--- config.mk ---
export PLATFORM = sky130hd
export DESIGN_NAME = uart_addr_rx
export DESIGN_NICKNAME = d
export VERILOG_FILES = /design/src/rtl/uart_addr_rx_pkg.sv /design/src/rtl/uart_rx_sync.sv /design/src/rtl/uart_rx_idle.sv /design/src/rtl/uart_rx_frame.sv /design/src/rtl/uart_addr_rx.sv
export SDC_FILE = /design/constraint.sdc
export NUM_CORES = 1
export LEC_CHECK = 0
export ABC_AREA = 1
export BUFFER_PORTS_ARGS = -buffer_cell sky130_fd_sc_hd__buf_2
export CAP_MARGIN = 25
export CORE_ASPECT_RATIO = 2
export CORE_UTILIZATION = 30
export CTS_CLUSTER_DIAMETER = 150
export DETAILED_ROUTE_END_ITERATION = 8
export PLACE_DENSITY = 0.47
export SLEW_MARGIN = 20
export SYNTH_ARGS = -nofsm -noshare
export SYNTH_HDL_FRONTEND = slang
export SYNTH_SLANG_ARGS = --single-unit
--- constraint.sdc ---
create_clock -name clk -period 2 [get_ports clk]
set_input_delay 0.1 -clock clk [delete_from_list [all_inputs] [get_ports clk]]
set_output_delay 0.1 -clock clk [all_outputs]
set_load 0.01 [all_outputs]
--- src/rtl/uart_addr_rx_pkg.sv ---
package uart_addr_rx_pkg;

    typedef enum logic [2:0] {
        ST_IDLE,
        ST_START,
        ST_DATA,
        ST_PAR,
        ST_TAG,
        ST_STOP1,
        ST_STOP2
    } rx_state_e;

    typedef struct packed {
        logic [2:0] len_m1;
        logic       par_en;
        logic       par_odd;
        logic       two_stop;
        logic       addr_mode;
    } rx_cfg_t;

    typedef struct packed {
        logic [7:0] data;
        logic       par_err;
        logic       frm_err;
        logic       tag_bit;
        logic       after_idle;
    } rx_frame_t;

    // Clocks per bit for a given baud setting.
    function automatic logic [31:0] period_of(input logic [31:0] baud);
        return (baud == 32'd0) ? 32'd16 : ((baud + 32'd1) << 3);
    endfunction

    // Parity bit the sender should have placed after the data.
    function automatic logic parity_expect(input logic [7:0] d, input logic odd);
        return odd ? ~(^d) : (^d);
    endfunction

    // The shift register fills from the top; move the character down.
    function automatic logic [7:0] align(input logic [7:0] sh, input logic [2:0] len_m1);
        return sh >> (3'd7 - len_m1);
    endfunction

endpackage

--- src/rtl/uart_rx_sync.sv ---
module uart_rx_sync #(
    parameter int STAGES = 2
) (
    input  logic clk,
    input  logic rst,
    input  logic rxd,
    output logic line,
    output logic fall
);
    logic [STAGES:0] q;

    always_ff @(posedge clk) begin
        if (rst) begin
            q <= '1;
        end else begin
            q <= {q[STAGES-1:0], rxd};
        end
    end

    assign line = q[STAGES-1];
    assign fall = q[STAGES] & ~q[STAGES-1];
endmodule

--- src/rtl/uart_rx_idle.sv ---
module uart_rx_idle #(
    parameter int CNT_W     = 12,
    parameter int IDLE_BITS = 10
) (
    input  logic             clk,
    input  logic             rst,
    input  logic             enable,
    input  logic             line,
    input  logic [CNT_W-1:0] period,
    output logic             idle_ok
);
    localparam int BW = $clog2(IDLE_BITS + 1);
    localparam logic [BW-1:0] FULL = BW'(IDLE_BITS);

    logic [CNT_W-1:0] clk_cnt;
    logic [BW-1:0]    bits;

    always_ff @(posedge clk) begin
        if (rst) begin
            clk_cnt <= '0;
            bits    <= '0;
        end else if (!enable || !line) begin
            clk_cnt <= '0;
            bits    <= '0;
        end else if (clk_cnt == period - CNT_W'(1)) begin
            clk_cnt <= '0;
            if (bits != FULL) begin
                bits <= bits + BW'(1);
            end
        end else begin
            clk_cnt <= clk_cnt + CNT_W'(1);
        end
    end

    assign idle_ok = (bits == FULL);

    assert_idle_sat_R8: assert property (@(posedge clk) disable iff (rst)
        (bits == FULL && enable && line) |=> (bits == FULL));
endmodule

--- src/rtl/uart_rx_frame.sv ---
module uart_rx_frame
    import uart_addr_rx_pkg::*;
#(
    parameter int CNT_W = 12
) (
    input  logic             clk,
    input  logic             rst,
    input  logic             line,
    input  logic             fall,
    input  logic [CNT_W-1:0] period,
    input  rx_cfg_t          cfg,
    input  logic             idle_ok,
    output logic             busy,
    output logic             done,
    output rx_frame_t        result
);
    rx_state_e        state;
    logic [CNT_W-1:0] cnt;
    logic [2:0]       bitidx;
    logic [7:0]       shreg;
    logic             par_bit;
    logic             tag;
    logic             ferr;
    logic             after_idle;

    logic [CNT_W-1:0] half;
    logic             at_centre;
    logic             at_bit;
    logic [7:0]       data_al;
    logic             par_bad;
    rx_state_e        after_data;
    rx_state_e        after_par;

    assign half      = period >> 1;
    assign at_centre = (cnt == half - CNT_W'(1));
    assign at_bit    = (cnt == period - CNT_W'(1));
    assign data_al   = align(shreg, cfg.len_m1);
    assign par_bad   = cfg.par_en && (par_bit != parity_expect(data_al, cfg.par_odd));
    assign after_par = cfg.addr_mode ? ST_TAG : ST_STOP1;
    assign after_data = cfg.par_en ? ST_PAR : after_par;
    assign busy      = (state != ST_IDLE);

    always_ff @(posedge clk) begin
        if (rst) begin
            state      <= ST_IDLE;
            cnt        <= '0;
            bitidx     <= '0;
            shreg      <= '0;
            par_bit    <= 1'b0;
            tag        <= 1'b0;
            ferr       <= 1'b0;
            after_idle <= 1'b0;
            done       <= 1'b0;
            result     <= '0;
        end else begin
            done <= 1'b0;
            case (state)
                ST_IDLE: begin
                    if (fall) begin
                        state      <= ST_START;
                        cnt        <= '0;
                        after_idle <= idle_ok;
                        ferr       <= 1'b0;
                    end
                end
                ST_START: begin
                    if (at_centre) begin
                        cnt    <= '0;
                        bitidx <= '0;
                        state  <= line ? ST_IDLE : ST_DATA;
                    end else begin
                        cnt <= cnt + CNT_W'(1);
                    end
                end
                default: begin
                    if (at_bit) begin
                        cnt <= '0;
                        case (state)
                            ST_DATA: begin
                                shreg <= {line, shreg[7:1]};
                                if (bitidx == cfg.len_m1) begin
                                    state <= after_data;
                                end else begin
                                    bitidx <= bitidx + 3'd1;
                                end
                            end
                            ST_PAR: begin
                                par_bit <= line;
                                state   <= after_par;
                            end
                            ST_TAG: begin
                                tag   <= line;
                                state <= ST_STOP1;
                            end
                            ST_STOP1: begin
                                if (cfg.two_stop) begin
                                    ferr  <= ~line;
                                    state <= ST_STOP2;
                                end else begin
                                    state  <= ST_IDLE;
                                    done   <= 1'b1;
                                    result <= '{data: data_al, par_err: par_bad,
                                                frm_err: ~line, tag_bit: tag,
                                                after_idle: after_idle};
                                end
                            end
                            default: begin
                                state  <= ST_IDLE;
                                done   <= 1'b1;
                                result <= '{data: data_al, par_err: par_bad,
                                            frm_err: ferr | ~line, tag_bit: tag,
                                            after_idle: after_idle};
                            end
                        endcase
                    end else begin
                        cnt <= cnt + CNT_W'(1);
                    end
                end
            endcase
        end
    end

    assert_cnt_bound_R3: assert property (@(posedge clk) disable iff (rst)
        busy |-> (cnt < period));

    assert_glitch_abort_R6: assert property (@(posedge clk) disable iff (rst)
        (state == ST_START && at_centre && line) |=> (state == ST_IDLE && !done));
endmodule

--- src/rtl/uart_addr_rx.sv ---
module uart_addr_rx
    import uart_addr_rx_pkg::*;
#(
    parameter int DIV_W     = 8,
    parameter int IDLE_BITS = 10,
    parameter int SYNC_N    = 2
) (
    input  logic             clk,
    input  logic             rst,
    input  logic             rxd,
    input  logic [DIV_W-1:0] cfg_baud,
    input  logic [2:0]       cfg_len_m1,
    input  logic             cfg_par_en,
    input  logic             cfg_par_odd,
    input  logic             cfg_two_stop,
    input  logic             cfg_addr_mode,
    input  logic             sleep,
    input  logic             rd_ack,
    output logic [7:0]       rx_data,
    output logic             rx_ready,
    output logic             rx_full,
    output logic             rx_addr,
    output logic             rx_par_err,
    output logic             rx_frm_err,
    output logic             rx_overrun
);
    localparam int CNT_W = DIV_W + 4;

    rx_cfg_t          cfg;
    logic [CNT_W-1:0] period;
    logic             line;
    logic             fall;
    logic             busy;
    logic             idle_ok;
    logic             frame_done;
    rx_frame_t        frame;
    logic             is_addr;
    logic             deliver;

    assign cfg = '{len_m1: cfg_len_m1, par_en: cfg_par_en, par_odd: cfg_par_odd,
                   two_stop: cfg_two_stop, addr_mode: cfg_addr_mode};
    assign period = CNT_W'(period_of(32'(cfg_baud)));

    uart_rx_sync #(.STAGES(SYNC_N)) u_sync (
        .clk (clk),
        .rst (rst),
        .rxd (rxd),
        .line(line),
        .fall(fall)
    );

    uart_rx_idle #(.CNT_W(CNT_W), .IDLE_BITS(IDLE_BITS)) u_idle (
        .clk    (clk),
        .rst    (rst),
        .enable (~busy),
        .line   (line),
        .period (period),
        .idle_ok(idle_ok)
    );

    uart_rx_frame #(.CNT_W(CNT_W)) u_frame (
        .clk    (clk),
        .rst    (rst),
        .line   (line),
        .fall   (fall),
        .period (period),
        .cfg    (cfg),
        .idle_ok(idle_ok),
        .busy   (busy),
        .done   (frame_done),
        .result (frame)
    );

    assign is_addr = cfg_addr_mode ? frame.tag_bit : frame.after_idle;
    assign deliver = frame_done && (!sleep || is_addr);

    always_ff @(posedge clk) begin
        if (rst) begin
            rx_data    <= '0;
            rx_ready   <= 1'b0;
            rx_full    <= 1'b0;
            rx_addr    <= 1'b0;
            rx_par_err <= 1'b0;
            rx_frm_err <= 1'b0;
            rx_overrun <= 1'b0;
        end else begin
            rx_ready <= deliver;
            if (deliver) begin
                rx_data    <= frame.data;
                rx_addr    <= is_addr;
                rx_par_err <= frame.par_err;
                rx_frm_err <= frame.frm_err;
                rx_full    <= 1'b1;
            end else if (rd_ack) begin
                rx_full <= 1'b0;
            end
            if (deliver && rx_full && !rd_ack) begin
                rx_overrun <= 1'b1;
            end else if (rd_ack) begin
                rx_overrun <= 1'b0;
            end
        end
    end

    assert_ready_pulse_R2: assert property (@(posedge clk) disable iff (rst)
        rx_ready |=> !rx_ready);

    assert_ready_full_R2: assert property (@(posedge clk) disable iff (rst)
        rx_ready |-> rx_full);

    assert_sleep_drop_R9: assert property (@(posedge clk) disable iff (rst)
        (frame_done && sleep && !is_addr) |=> (!rx_ready && $stable(rx_data)));

    assert_awake_pass_R10: assert property (@(posedge clk) disable iff (rst)
        (frame_done && !sleep) |=> rx_ready);

    assert_overrun_hold_R11: assert property (@(posedge clk) disable iff (rst)
        (rx_overrun && !rd_ack) |=> rx_overrun);

    assert_overrun_cause_R11: assert property (@(posedge clk) disable iff (rst)
        $rose(rx_overrun) |-> $past(rx_full));
endmodule

# --- Word level (Yosys, flattened, before mapping) ---
# Index checks and enable logic that the tools add are counted.
totals:
  elab_cells: 128
  rom_bits: 0
  output_inout_bits: 14
  mem_bits_rw: 0
  register_bits: 76
  latchBits: 0
  memories: 0
classes:
  n_mul: 0
  n_reduce_logical: 35
  n_mux: 34
  eq_ne: 17
  n_bitwise: 9
  n_div: 0
  shift: 1
  magnitude_cmp: 0
  addsub: 8
op_table:
  columns: ["cell", "count"]
  rows:
  - ["12-bit 2-to-1 mux", 5]
  - ["12-bit one-hot mux with 2 select lines", 2]
  - ["12-bit == test", 3]
  - ["3-bit 2-to-1 mux", 10]
  - ["12-bit by 1-bit adder with 12-bit output, second input constant", 2]
  - ["2-bit nonzero test", 7]
  - ["3-bit one-hot mux with 2 select lines", 2]
  - ["3-bit one-hot mux with 4 select lines", 1]
  - ["11-bit by 1-bit subtractor with 12-bit output, second input constant", 1]
  - ["12-bit by 1-bit subtractor with 12-bit output, second input constant", 1]
  - ["1-bit 2-to-1 mux", 11]
  - ["5-bit AND reduction", 2]
  - ["8-bit by 1-bit adder with 9-bit output, second input constant", 1]
  - ["3-bit AND reduction", 3]
  - ["8-bit logical NOT", 1]
  - ["4-bit AND reduction", 2]
  - ["8-bit XOR reduction", 1]
  - ["8-bit by 3-bit right shift with 8-bit output", 1]
  - ["1-bit NOT", 7]
  - ["3-bit by 2-bit == test with 1-bit output, second input constant", 2]
  - ["3-bit == test, second input constant", 2]
  - ["2-bit != test, second input constant", 3]
  - ["3-bit nonzero test", 2]
  - ["3-bit OR reduction", 2]
  - ["21 further kinds", 30]

# --- Longest topological paths before layout ---
# Gate-level depths: netlist of the first run.
depth:
  depth_word: 9
  depth_mapped: 22
  mapped_depth_nobuf: 22

# --- Hierarchy ---
# Synthesis of the first run repeated with hierarchy kept, for this count alone.
hier_totals:
  cells_unflattened: 944
  area_unflattened_um2: 5733.0
by_module_without_submodules:
  columns: ["module", "area_per_inst_um2", "cells_per_inst", "seq_area_each_um2", "n_inst"]
  rows:
  - ["uart_rx_frame", 3399.5, 576, 860.8, 1]
  - ["uart_rx_idle", 1351.3, 225, 320.3, 1]
  - ["uart_addr_rx", 888.4, 131, 280.3, 1]
  - ["uart_rx_sync", 93.8, 12, 60.1, 1]

# --- Worst setup path before layout of the first run ---
# No wires, ideal clock.
synth_path:
  path_type: "input-to-reg"
  start: "in cfg_baud[0]"
  end: "reg u_frame.shreg[6]"
  path_slack_ps: -101
  arrival_ps: 1982
  path_stages: 17
  setup_time_ps: 119
  path_buffers: 1
  cell_sequence: "inv_1 > ha_1 > nor2_1 > nand3_1 > nor2_4 > nand2_2 > nand2_2 > nand2_2 > nand2_1 > nand3_1 > nor2_2 > nand2_2 > inv_2 > nand2_2 > buf_2 > o21ai_0 > a21oi_1"
synth_between:
  elab_chain_cells: 5
synth_rtl:
  columns: ["element", "line", "text"]
  rows:
  - ["from (decl)", "uart_addr_rx.sv:11", "input logic [DIV_W-1:0] cfg_baud,"]
  - ["8-bit by 1-bit adder with 9-bit output or 8-bit logical NOT (tied branches)", "uart_addr_rx_pkg.sv:31", "return (baud == 32'd0) ? 32'd16 : ((baud + 32'd1) << 3);"]
  - ["12-bit 2-to-1 mux *", "uart_addr_rx_pkg.sv:31", null]
  - ["12-bit by 1-bit subtractor with 12-bit output *", "uart_rx_frame.sv:36", "assign at_bit = (cnt == period - CNT_W'(1));"]
  - ["12-bit == test *", "uart_rx_frame.sv:36", null]
  - ["3-bit AND reduction (no source line) *", null, null]
  - ["to (signal assigned)", "uart_rx_frame.sv:80", "shreg <= {line, shreg[7:1]};"]
  - ["to (decl)", "uart_rx_frame.sv:20", "logic [7:0] shreg;"]
# Every way passes the cells marked *; elsewhere a longest branch is shown, timed or not.
# A chain may end at the register's enable or synchronous reset.

# --- Final worst setup path of the first run ---
layout_path:
  start: "in cfg_baud[0]"
  end: "reg u_frame.cnt[3]"
layout_between:
  elab_chain_cells: 6
layout_rtl:
  columns: ["element", "line", "text"]
  rows:
  - ["8-bit by 1-bit adder with 9-bit output or 8-bit logical NOT (tied branches)", "uart_addr_rx_pkg.sv:31", null]
  - ["12-bit 2-to-1 mux *", "uart_addr_rx_pkg.sv:31", null]
  - ["12-bit by 1-bit subtractor with 12-bit output or 11-bit by 1-bit subtractor with 12-bit output (tied branches)", "uart_rx_frame.sv:36, uart_rx_frame.sv:35", null]
  - ["12-bit == test (on tied branches)", "uart_rx_frame.sv:36, uart_rx_frame.sv:35", null]
  - ["12-bit 2-to-1 mux (on tied branches)", "uart_rx_frame.sv:76, uart_rx_frame.sv:67", null]
  - ["12-bit one-hot mux with 2 select lines *", "uart_rx_frame.sv:57", "case (state)"]
  - ["to (signal assigned)", "uart_rx_frame.sv:72", "cnt <= cnt + CNT_W'(1);"]
  - ["to (signal assigned)", "uart_rx_frame.sv:116", "cnt <= cnt + CNT_W'(1);"]
  - ["to (decl)", "uart_rx_frame.sv:18", "logic [CNT_W-1:0] cnt;"]
# Marks and branches as above.

==> impl_results.md, run 1 <==
- Root buffer cell: clkbuf_16
- Final period util: 100%
- Max Cap Violations: 0
- Routability Congestion: 0.941
- Sw frac: between 30% and 40%
- Crit end category: register
- CP required: 2.28 ns
- First-pass GRT wire length: approximately 22 mm
- Pin count of the biggest net entering global routing: 32
- Synth-to-Final Area Change: 49.0%
- Final WS setup: -0.00291 ns
- Synthesized area per cell: ~6.3 µm²
- Max Clock Freq: 499 MHz
- Worst-path clk slew: 0.07 ns
- Status: finished, violations left
- Post-synth EDFFs: 0
- Top cell type's share of synthesized area: 33.3%
- Internal: around 3.1 mW
- Element type at the critical path start: input pin
- Commonest cells post-synth: nand2_1, inv_1, nor2_1, dfxtp_1, nand3_1
- IO Port Bufs: 33
- Antenna fix cells: 0
- Vias per cell: 4.71
- Drt initial violations: 155
- Setup skew after layout: 0.0105 ns
- Die ar.: around 16,000 µm²
- Initial antenna violation count: 0
- CP Data Arrival Time: about 2.3 ns
- RSZ-0062 raised after global routing: true
- GRT Overall Usage: 18.3%
- Failing checks: setup timing
- Cell accounting for the most synthesized area: dfxtp_1
- Share of cells above drive strength 1: 35.9%
- Top-count cell post-synth: nand2_1
- Setup violators final: 1
- Vias in the first global route: 4,894
- VDD IR max: 0.389 mV
- Post-DP HPWL: 10.7 mm
- Core Region: 14,800 µm²
- Synth Instances: a little over 700
- Fin. max-slew vios: 0
- Clk sinks: 76
- Routed Antenna Nets: 0
- Non-filler cells, final: 1,076
- Worst relative slew slack: 70.4%
- WL/cell: ~13 µm
- Later-pin clock latency in the skew report: between 0.3 and 0.4 ns
- Clock power frac: 34.3%
- DRC violation count after routing: 0
- Hold WS: 0.0133 ns
- Comb pwr share: a little under a third
- H-tree levels: 3
- Row count: 63
- Max clock buf depth: 2
- Sequential area share after synthesis: approximately a third
- Pwr Density: 680 nW/µm²
- Largest cells by area after synthesis: dfxtp_1, nand2_1, inv_1, nor2_1, nand3_1
- First drt pass iteration count: 4
- Initial Util: 30.8%
- Crit-path max FO: 5
- Asr flop ratio synth: 0%
- Final WL: 14.0 mm
- Pwr Total: 4.63 mW
- Critical path type: in -> reg
- Synth Flop Type: dfxtp_1
- Post-layout util: 46.0%
- CTS buffer count: 9
- Nets@finish: 904
- P_sw: 1.56 mW
- Vias: 5,071
- Synth warn: 0
- Synth Register Bits: 76
- Dpl ws: -0.618 ns
- Die X: 89.3 µm
- Syn nets: 753
- Min Tclk post-route: 2.00 ns
- IO Count: 34
- Leakage: around 3.0 nW
- DP Cell Count: 1,034
- CTS tree: built
- Worst Max-Slew Pin Slew: around 0.44 ns
- Grt ovf: 0
- Fin. Hold Viols: 0
- Die Y: 177 µm
- Part of the power in registers: about a third
- Hold Crit Class: in -> reg
- Post-Syn Area: between 4000 and 5000 µm²
- Synth cell types: 37
-- registers in the layout, summed over array words and instances, names as in the netlist --
name,cells
rx_addr,1
rx_data,8
rx_frm_err,1
rx_full,1
rx_overrun,1
rx_par_err,1
rx_ready,1
u_frame.after_idle,1
u_frame.bitidx,3
u_frame.cnt,12
u_frame.done,1
u_frame.ferr,1
u_frame.par_bit,1
u_frame.result,12
u_frame.shreg,8
u_frame.state,3
u_frame.tag,1
u_idle.bits,4
u_idle.clk_cnt,12
u_sync.q,3
-- worst max-delay path: stages --
cell	delay, ns
buf_12	0.11
clkinvlp_4	0.08
ha_4	0.13
nand2_1	0.05
nor2_1	0.11
nand2_2	0.13
nand2_2	0.14
nand3_4	0.10
inv_4	0.10
nand2_1	0.06
nand2_2	0.10
buf_4	0.11
nand3_1	0.07
nand2_2	0.14
nor2_4	0.05
nand2_2	0.11
nand2_2	0.11
nand3_4	0.14
nand2_2	0.07
or2_1	0.21
inv_1	0.06
-- power groups by stage --
stage | Combinational (mW) | Sequential, mW | Clock (mW)
CTS | 1.18 | 1.62 | 1.65
global placement | 1.09 | 1.64 | 0
detailed placement | 1.11 | 1.65 | 0
global route | 1.55 | 1.63 | 1.71
floorplan | 0.611 | 1.65 | 0
finish | 1.42 | 1.62 | 1.59
-- cells by family (layout without fill, tap and decap cells) --
| family | after synthesis | after routing | share of synthesized area, % |
|---|---|---|---|
| DFF | 76 | 76 | 33.3 |
| adders and majority gates | 8 | 8 | 2.19 |
| xor gates and xnor gates | 23 | 23 | 4.41 |
| AOI/OAI and AO/OA | 106 | 106 | 12.7 |
| buffers and inverters | 135 | 290 | 11.5 |
| and+or+nand+nor | 377 | 378 | 35.9 |
-- metal layers --
metal  up-vias  GRT usage (%)  wire length [µm]
li1       2617              -                 -
met1      2336           15.2              4510
met2        76           37.2              8470
met3        42           2.90               232
met4         0           11.0               813
met5         -              0                 0
-- what timing repair did --
item                                    CTS  global route
hold buffers                              1             0
buffers inserted                         10            14
pin swaps                                19            42
resized for setup                        53           133
hold endpoints to repair                  1             0
endpoints found under the setup margin   55            58
gates cloned                              1             1
-- stage by stage --
step | TNS, ns | cell area (µm²)
after global routing | -5.51 | 6810
after detailed placement | -27.12 | 5700
final | -0.00291 | 6810
after global placement | -24.93 | 5700
after floorplan | -0.0188 | 4620
after CTS | -0.897 | 6220
-- cell type report --
class | count | area (µm²)
clock buffers | 9 | 225
clock inverters | 7 | 67.6
fillers | 1589 | 8010
inverters | 119 | 453
multi-input cells | 515 | 3090
flip-flops and latches | 76 | 1530
well taps | 195 | 244
repair buffers | 155 | 1200
-- final timing paths --
kind | start | end | slack, ns | cells after the start
worst max-delay path | cfg_baud[0] | u_frame.cnt[3] | -0.003 | 21
worst max register to register | u_frame.cnt[0] | u_frame.shreg[6] | 0.03 | 15
worst min register to register | u_sync.q[0] | u_sync.q[1] | 0.42 | 1
worst min-delay path | rd_ack | rx_overrun | 0.01 | 3
-- placed cells by master (no fill, tap or decap), types with 7 or more instances in the layout --
cell | Yosys | routed
nand3_2 | 1 | 15
xor2_1 | 18 | 17
a21oi_1 | 45 | 34
nand2_1 | 176 | 130
o21ai_0 | 40 | 16
nand2_2 | 10 | 46
o21ai_1 | 1 | 19
a211oi_1 | 11 | 11
buf_2 | 5 | 29
nand4_1 | 22 | 22
nor2_4 | 1 | 10
nor2_2 | 4 | 13
nand3_4 | 1 | 7
inv_2 | 3 | 8
inv_1 | 114 | 107
nor3_1 | 9 | 9
dfxtp_1 | 76 | 73
nor2_1 | 87 | 69
nand2_4 | 0 | 10
a21oi_2 | 0 | 11
buf_4 | 1 | 105
buf_6 | 1 | 14
nand3_1 | 57 | 37
clkbuf_16 | 0 | 10
No activity file was read; power rests on OpenSTA's default activity.
==> run 2: changes to the inputs <==
Settings changed: PLACE_DENSITY 0.47 to default, PLACE_DENSITY_LB_ADDON from default to 0.15.
Clock period 2 ns to 2.5 ns, I/O delays scaled along.
==> run 2 against run 1 <==
Effect of this change: the run now ends clean; non-clock buffer count shrank 85; final cell count shrank 8.0%; die area is the same; hold slack gained 0.025 ns; highest routed layer unchanged.
==> impl_results.md, run 2 (synthesis results as in run 1) <==
- Global Route met1 Usage: 14.8%
- Final WS setup: 0.251 ns
- Worst Setup SP: u_frame.state[0]
- Antenna fix cells: 0
- Hold Crit Class: in -> reg
- Most frequent cells in the layout: nand2_1, inv_1, nor2_1, dfxtp_1, nand3_1
- Worst reg2reg path startpoint: u_frame.state[0]
- Clock power frac: 40.0%
- Vias per cell: 4.71
- Vias in the first global route: 4,542
- Filler Cell Count: 1,664
- Reg2reg path depth: 14
- Initial antenna violation count: 0
- Post-CTS setup buffers: 0
- Max stage delay on crit path: between 0.3 and 0.4 ns
- DRC violation count after routing: 0
- Status: finished clean
- Routability Congestion: slightly below 1
- Worst-path clk slew: 0.06 ns
- GR Util met3: 2.20%
- WL/cell: 12.7 µm
- Commonest non-fill, non-tap cell in the layout: nand2_1
- Clk sinks: 76
- Vias: 4,666
- GRT Overall Usage: 17.5%
- Non-filler cells, final: 990
- Later-pin clock latency in the skew report: 0.34 ns
- CP Data Arrival Time: 2.48 ns
- DP Cell Count: 973
- Die X: 89.3 µm
- Fin. Hold Viols: 0
- First-pass GRT wire length: 20.7 mm
- Part of the power in registers: between 30% and 40%
- Reg2reg end: u_frame.cnt[11]
- Critical path type: reg -> reg
- Placed Area: 5200 µm²
- Row count: 63
- VDD IR max: roughly 0.32 mV
- Pin count of the biggest net entering global routing: 38
- Crit end category: register
- Max Cap Violations: 0
- First drt pass iteration count: 4
- CTS tree: built
- CP required: 2.73 ns
- IO Count: 34
- Sw frac: between 30% and 40%
- Post-layout util: 37.3%
- Final Cell Area: 5530 µm²
- Final period util: 90.0%
- Worst relative slew slack: 62.3%
- Crit-path cells: nor2_1 > inv_1 > nor2_1 > inv_1 > a21oi_1 > inv_1 > nand4_1 > nor2_1 > nand2_1 > nor2_1 > inv_1 > nor2_1 > xor2_1 > nor2_1
- Synth-to-Final Area Change: 21.1%
- Root buffer cell: clkbuf_16
- Max Clock Freq: 445 MHz
- Crit path top cell by count: nor2_1
- Setup TNS Final: 0 ns
- Initial Util: 30.8%
- Die ar.: roughly 16,000 µm²
- Pwr Density: 614 nW/µm²
- Crit-path max FO: 6
- Die Y: 177 µm
- Worst path slowest cell: dfxtp_1
- R2r setup slk: 0.25 ns
- P_sw: between 1 and 1.5 mW
- Worst Max-Slew Pin Slew: 0.559 ns
- Min Tclk post-route: 2.25 ns
- IO Port Bufs: 33
- Met2 usage: 34.6%
- Critical path endpoint: u_frame.cnt[11]
- Core Region: 14,800 µm²
- H-tree levels: 3
- Setup violators final: 0
- Routed Antenna Nets: 0
- Hold WS: 0.0379 ns
- Comb pwr share: 21.8%
- Setup skew after layout: 0.00658 ns
- Internal: between 2 and 2.5 mW
- Dpl ws: -0.260 ns
- Fin. max-slew vios: 0
- Top Usage Layer GRT: met2
- Final WL: 12.6 mm
- Drt initial violations: roughly 150
- Leakage: 2.54 nW
- RSZ-0062 raised after global routing: false
- Grt ovf: 0
- Share of cells above drive strength 1: 14.3%
- Nets@finish: 818
- Post-DP HPWL: 10.3 mm
- Pwr Total: 3.40 mW
- CTS buffer count: 9
- Max clock buf depth: 2
- Element type at the critical path start: register
- Top flop regs: u_frame.cnt x12, u_frame.result x12, u_idle.clk_cnt x12
[run 2: changes by cell type in the layout (fill, tap and decap cells not counted), moves of 11 or more]
cell	before	now
buf_4	105	34
nand2_1	130	176
nand2_2	46	9
o21ai_0	16	36
nand3_1	37	56
nor2_1	69	87
buf_6	14	0
o21ai_1	19	5
nand3_2	15	2
a21oi_1	34	45
a21oi_2	11	0
[run 2: critical path: cells and delay by family, from the launching register on]
| kind | cells | cell delay, ns |
|---|---|---|
| AND/OR/NAND/NOR | 8 | 0.97 |
| buffers and inverters | 4 | 0.50 |
| flip-flops | 1 | 0.39 |
| XOR/XNOR | 1 | 0.16 |
| AO/OA/AOI/OAI | 1 | 0.12 |
[run 2: metal layers]
metal	vias to the layer above	routed length, µm
met5	-	0
met4	0	901
met3	50	271
met2	94	7080
met1	2079	4320
li1	2443	-
[run 2: area by class of cell]
| class | count | area [µm²] | area share [%] |
|---|---|---|---|
| clock buffers | 9 | 225 | 4.07 |
| clock inverters | 7 | 83.8 | 1.51 |
| inverters | 119 | 447 | 8.07 |
| multi-input cells | 514 | 2540 | 45.9 |
| flip-flops and latches | 76 | 1520 | 27.5 |
| well taps | 195 | 244 | 4.41 |
| repair buffers | 70 | 470 | 8.50 |
[run 2: power groups by stage]
| stage | clock [mW] | sequential, mW | combinational, mW |
|---|---|---|---|
| 2_1_floorplan | 0 | 1.32 | 0.482 |
| 3_3_place_gp | 0 | 1.32 | 0.734 |
| 3_5_place_dp | 0 | 1.33 | 0.741 |
| 4_1_cts | 1.41 | 1.30 | 0.745 |
| 5_1_grt | 1.45 | 1.31 | 0.840 |
| 6_report | 1.36 | 1.30 | 0.740 |
[run 2: worst min-delay path by stage]
stage                   to  cells after the start  slack [ns]    from
6_report        rx_overrun                      3        0.04  rd_ack
2_1_floorplan  u_sync.q[0]                      1        0.23     rxd
3_3_place_gp   u_sync.q[0]                      2        0.31     rxd
3_5_place_dp   u_sync.q[0]                      2        0.31     rxd
4_1_cts         rx_overrun                      3        0.03  rd_ack
5_1_grt         rx_overrun                      3        0.05  rd_ack
[run 2: what timing repair did]
item | in CTS | in global routing
setup endpoints to repair | 0 | 10
gates resized for setup | 0 | 6
hold endpoints to repair | 1 | 0
hold buffers | 1 | 0
==> run 3: changes to the inputs <==
Settings changed: SYNTH_HIERARCHICAL from default to 1.
==> run 3 against run 2 <==
Effect of this change: core utilization decreased by 0.91 points; critical endpoint is now u_frame/state[1]; worst setup slack got worse by 0.060 ns; global-route usage increased by 0.39 points; largest cell class unchanged; critical path depth increased by 6; highest routed layer unchanged; clock-buffer cell count increased by 4; hold slack got worse by 0.029 ns; via count increased by 25%; clock skew increased by 0.0039 ns; wire length increased by 34%; synthesized cell count increased by 30%; register-to-register slack improved by 0.15 ns.
==> impl_results.md, run 3 <==
- Top flop regs: u_frame/cnt x12, u_frame/result x12, u_idle/clk_cnt x12
- Commonest non-fill, non-tap cell in the layout: nand2_1
- Nets@finish: 1,060
- Final WS setup: 0.191 ns
- Hold Crit Class: in -> reg
- Sequential area share after synthesis: between 20% and 30%
- Top cell type's share of synthesized area: 26.5%
- Adder-Cell Fraction of Synth Area: 2.18%
- Final period util: 92.4%
- Drt initial violations: 131
- Die Y: 198 µm
- Post-synth EDFFs: 0
- Worst-path clk slew: 0.06 ns
- Leakage: 3.35 nW
- Compound-Gate Fraction of Synth Area: 8.77%
- WL/cell: around 13 µm
- Post-Syn Area: around 5700 µm²
- Synth Instances: around 940
- RSZ-0062 raised after global routing: false
- DP Cell Count: 1,274
- Max Clock Freq: 433 MHz
- VDD IR max: between 0.3 and 0.4 mV
- Top-count cell post-synth: nand2_1
- CTS buffer count: 9
- Min Tclk post-route: approximately 2.3 ns
- First drt pass iteration count: 4
- Initial Util: 30.6%
- Routability Congestion: 0.903
- Die ar.: approximately 20,000 µm²
- Fin. max-slew vios: 0
- Crit-path max FO: 6
- Element type at the critical path start: input pin
- Max Cap Violations: 0
- Synth Register Bits: 76
- Row count: roughly 70
- Die X: 99.8 µm
- Share of cells above drive strength 1: 14.7%
- Pwr Total: 3.59 mW
- Simple-Gate Fraction of Synth Area: 44.6%
- IO Port Bufs: 33
- Synth cell types: between 40 and 50
- Synthesized area per cell: 6.07 µm²
- Synth-to-Final Area Change: 19.1%
- Status: finished clean
- Pin count of the biggest net entering global routing: 25
- Core Region: 18,700 µm²
- Vias in the first global route: 5,557
- Clk sinks: 76
- CTS tree: built
- Initial antenna violation count: 0
- Post-CTS setup buffers: 0
- IO Count: 34
- Commonest cells post-synth: nand2_1, inv_1, nand3_1, nor2_1, dfxtp_1
- Vias: just under 6,000
- Largest cells by area after synthesis: dfxtp_1, nand2_1, inv_1, nand3_1, nor2_1
- XOR/XNOR Fraction of Synth Area: 5.35%
- Asr flop ratio synth: 0%
- H-tree levels: 3
- Main combinational cell family by area after synthesis: simple AND/OR/NAND/NOR gates
- Pwr Density: 526 nW/µm²
- Antenna fix cells: 0
- Post-DP HPWL: 14.1 mm
- Vias per cell: roughly 4.5
- Root buffer cell: clkbuf_16
- First-pass GRT wire length: 26.8 mm
- Worst relative slew slack: a little under three fifths
- Multiplexer share of the synthesized area: 0%
- Filler Cell Count: 2,126
- Worst Max-Slew Pin Slew: 0.673 ns
- Later-pin clock latency in the skew report: ~0.34 ns
- Dpl ws: -0.170 ns
- Crit end category: register
- DRC violation count after routing: 0
- GRT Overall Usage: between 15 and 20%
- Most frequent cells in the layout: nand2_1, inv_1, nand3_1, nor2_1, dfxtp_1
- Critical path type: in -> reg
- Synth Flop Type: dfxtp_1
- CP required: roughly 2.7 ns
- Routed Antenna Nets: 0
- Non-filler cells, final: 1,290
- Setup violators final: 0
- Grt ovf: 0
- Synth warn: 6
- Cell accounting for the most synthesized area: dfxtp_1
- Final WL: 16.9 mm
- CP Data Arrival Time: 2.54 ns
- Setup skew after layout: between 0.01 and 0.015 ns
- Fin. Hold Viols: 0
- Max clock buf depth: 2
[run 3: power by group]
group | internal (mW) | switching, mW | leakage [nW] | total [mW]
logic | 0.340 | 0.625 | 2.60 | 0.964
clock network | 0.804 | 0.519 | 0.140 | 1.32
registers | 1.26 | 0.0473 | 0.614 | 1.31
[run 3: path summary, 6_finish.rpt]
kind | endpoint | from | slack [ns] | cells past startpoint
hold reg to reg | u_sync/q[1] | u_sync/q[0] | 0.41 | 2
setup reg to reg | u_frame/state[1] | u_frame/cnt[6] | 0.40 | 17
setup / recovery | u_frame/state[1] | cfg_baud[0] | 0.19 | 20
hold / removal | u_sync/q[0] | rxd | 0.009 | 3
[run 3: metal layers]
layer  wire (µm)  share of wire, %  track usage [%]
met4         901               5.3             11.8
met2       10000                59             37.7
met3         250               1.5             1.91
met5           0                 0                0
met1        5700                34             14.7
[run 3: metrics by stage]
| step | setup TNS [ns] | utilization, % | hold WS (ns) | instance area, µm² |
|---|---|---|---|---|
| after floorplan | 0 | - | 0.194 | 5800 |
| after global placement | -2.65 | 34.8 | 0.354 | 6520 |
| after detailed placement | -3.54 | 34.8 | 0.358 | 6520 |
| after CTS | 0 | 36.4 | 0.00725 | 6820 |
| after global routing | 0 | 36.4 | 0.0137 | 6830 |
| final | 0 | 36.4 | 0.00928 | 6830 |
[run 3: what timing repair did]
item | 4_1_cts | 5_1_grt
gates resized for setup | 0 | 3
setup endpoints to repair | 0 | 10
hold buffers | 0 | 0
hold endpoints to repair | 0 | 0
[run 3: cell type report]
class	count	area, µm²	area share [%]
Multi-Input combinational cell	712	3570	52.3
Sequential cell	76	1520	22.3
Inverter	152	571	8.35
Timing Repair Buffer	79	548	8.02
Tap cell	255	319	4.67
Clock buffer	13	250	3.66
Clock inverter	3	46.3	0.678
[run 3: logic make-up (layout without fill, tap and decap cells)]
logic type	count (synthesis)	after routing
AOI/OAI and AO/OA	87	87
xor gates and xnor gates	35	35
adders and majority gates	10	10
buffers and inverters	173	247
DFF	76	76
other	1	18
and+or+nand+nor	562	562
[run 3: critical path, stage by stage]
cell and delay [ns]:
buf_2 0.12, ha_1 0.20, nand2_1 0.09, inv_1 0.07
nor3_1 0.19, buf_4 0.19, inv_1 0.11, nand2_1 0.07
nand2_1 0.06, and2_4 0.15, nor2_2 0.16, nand4_1 0.18
nor2_4 0.19, nand2_1 0.09, nand2_1 0.11, nand2_1 0.11
nor2_2 0.14, nand2_1 0.06, nand2_1 0.06, nor2_1 0.05
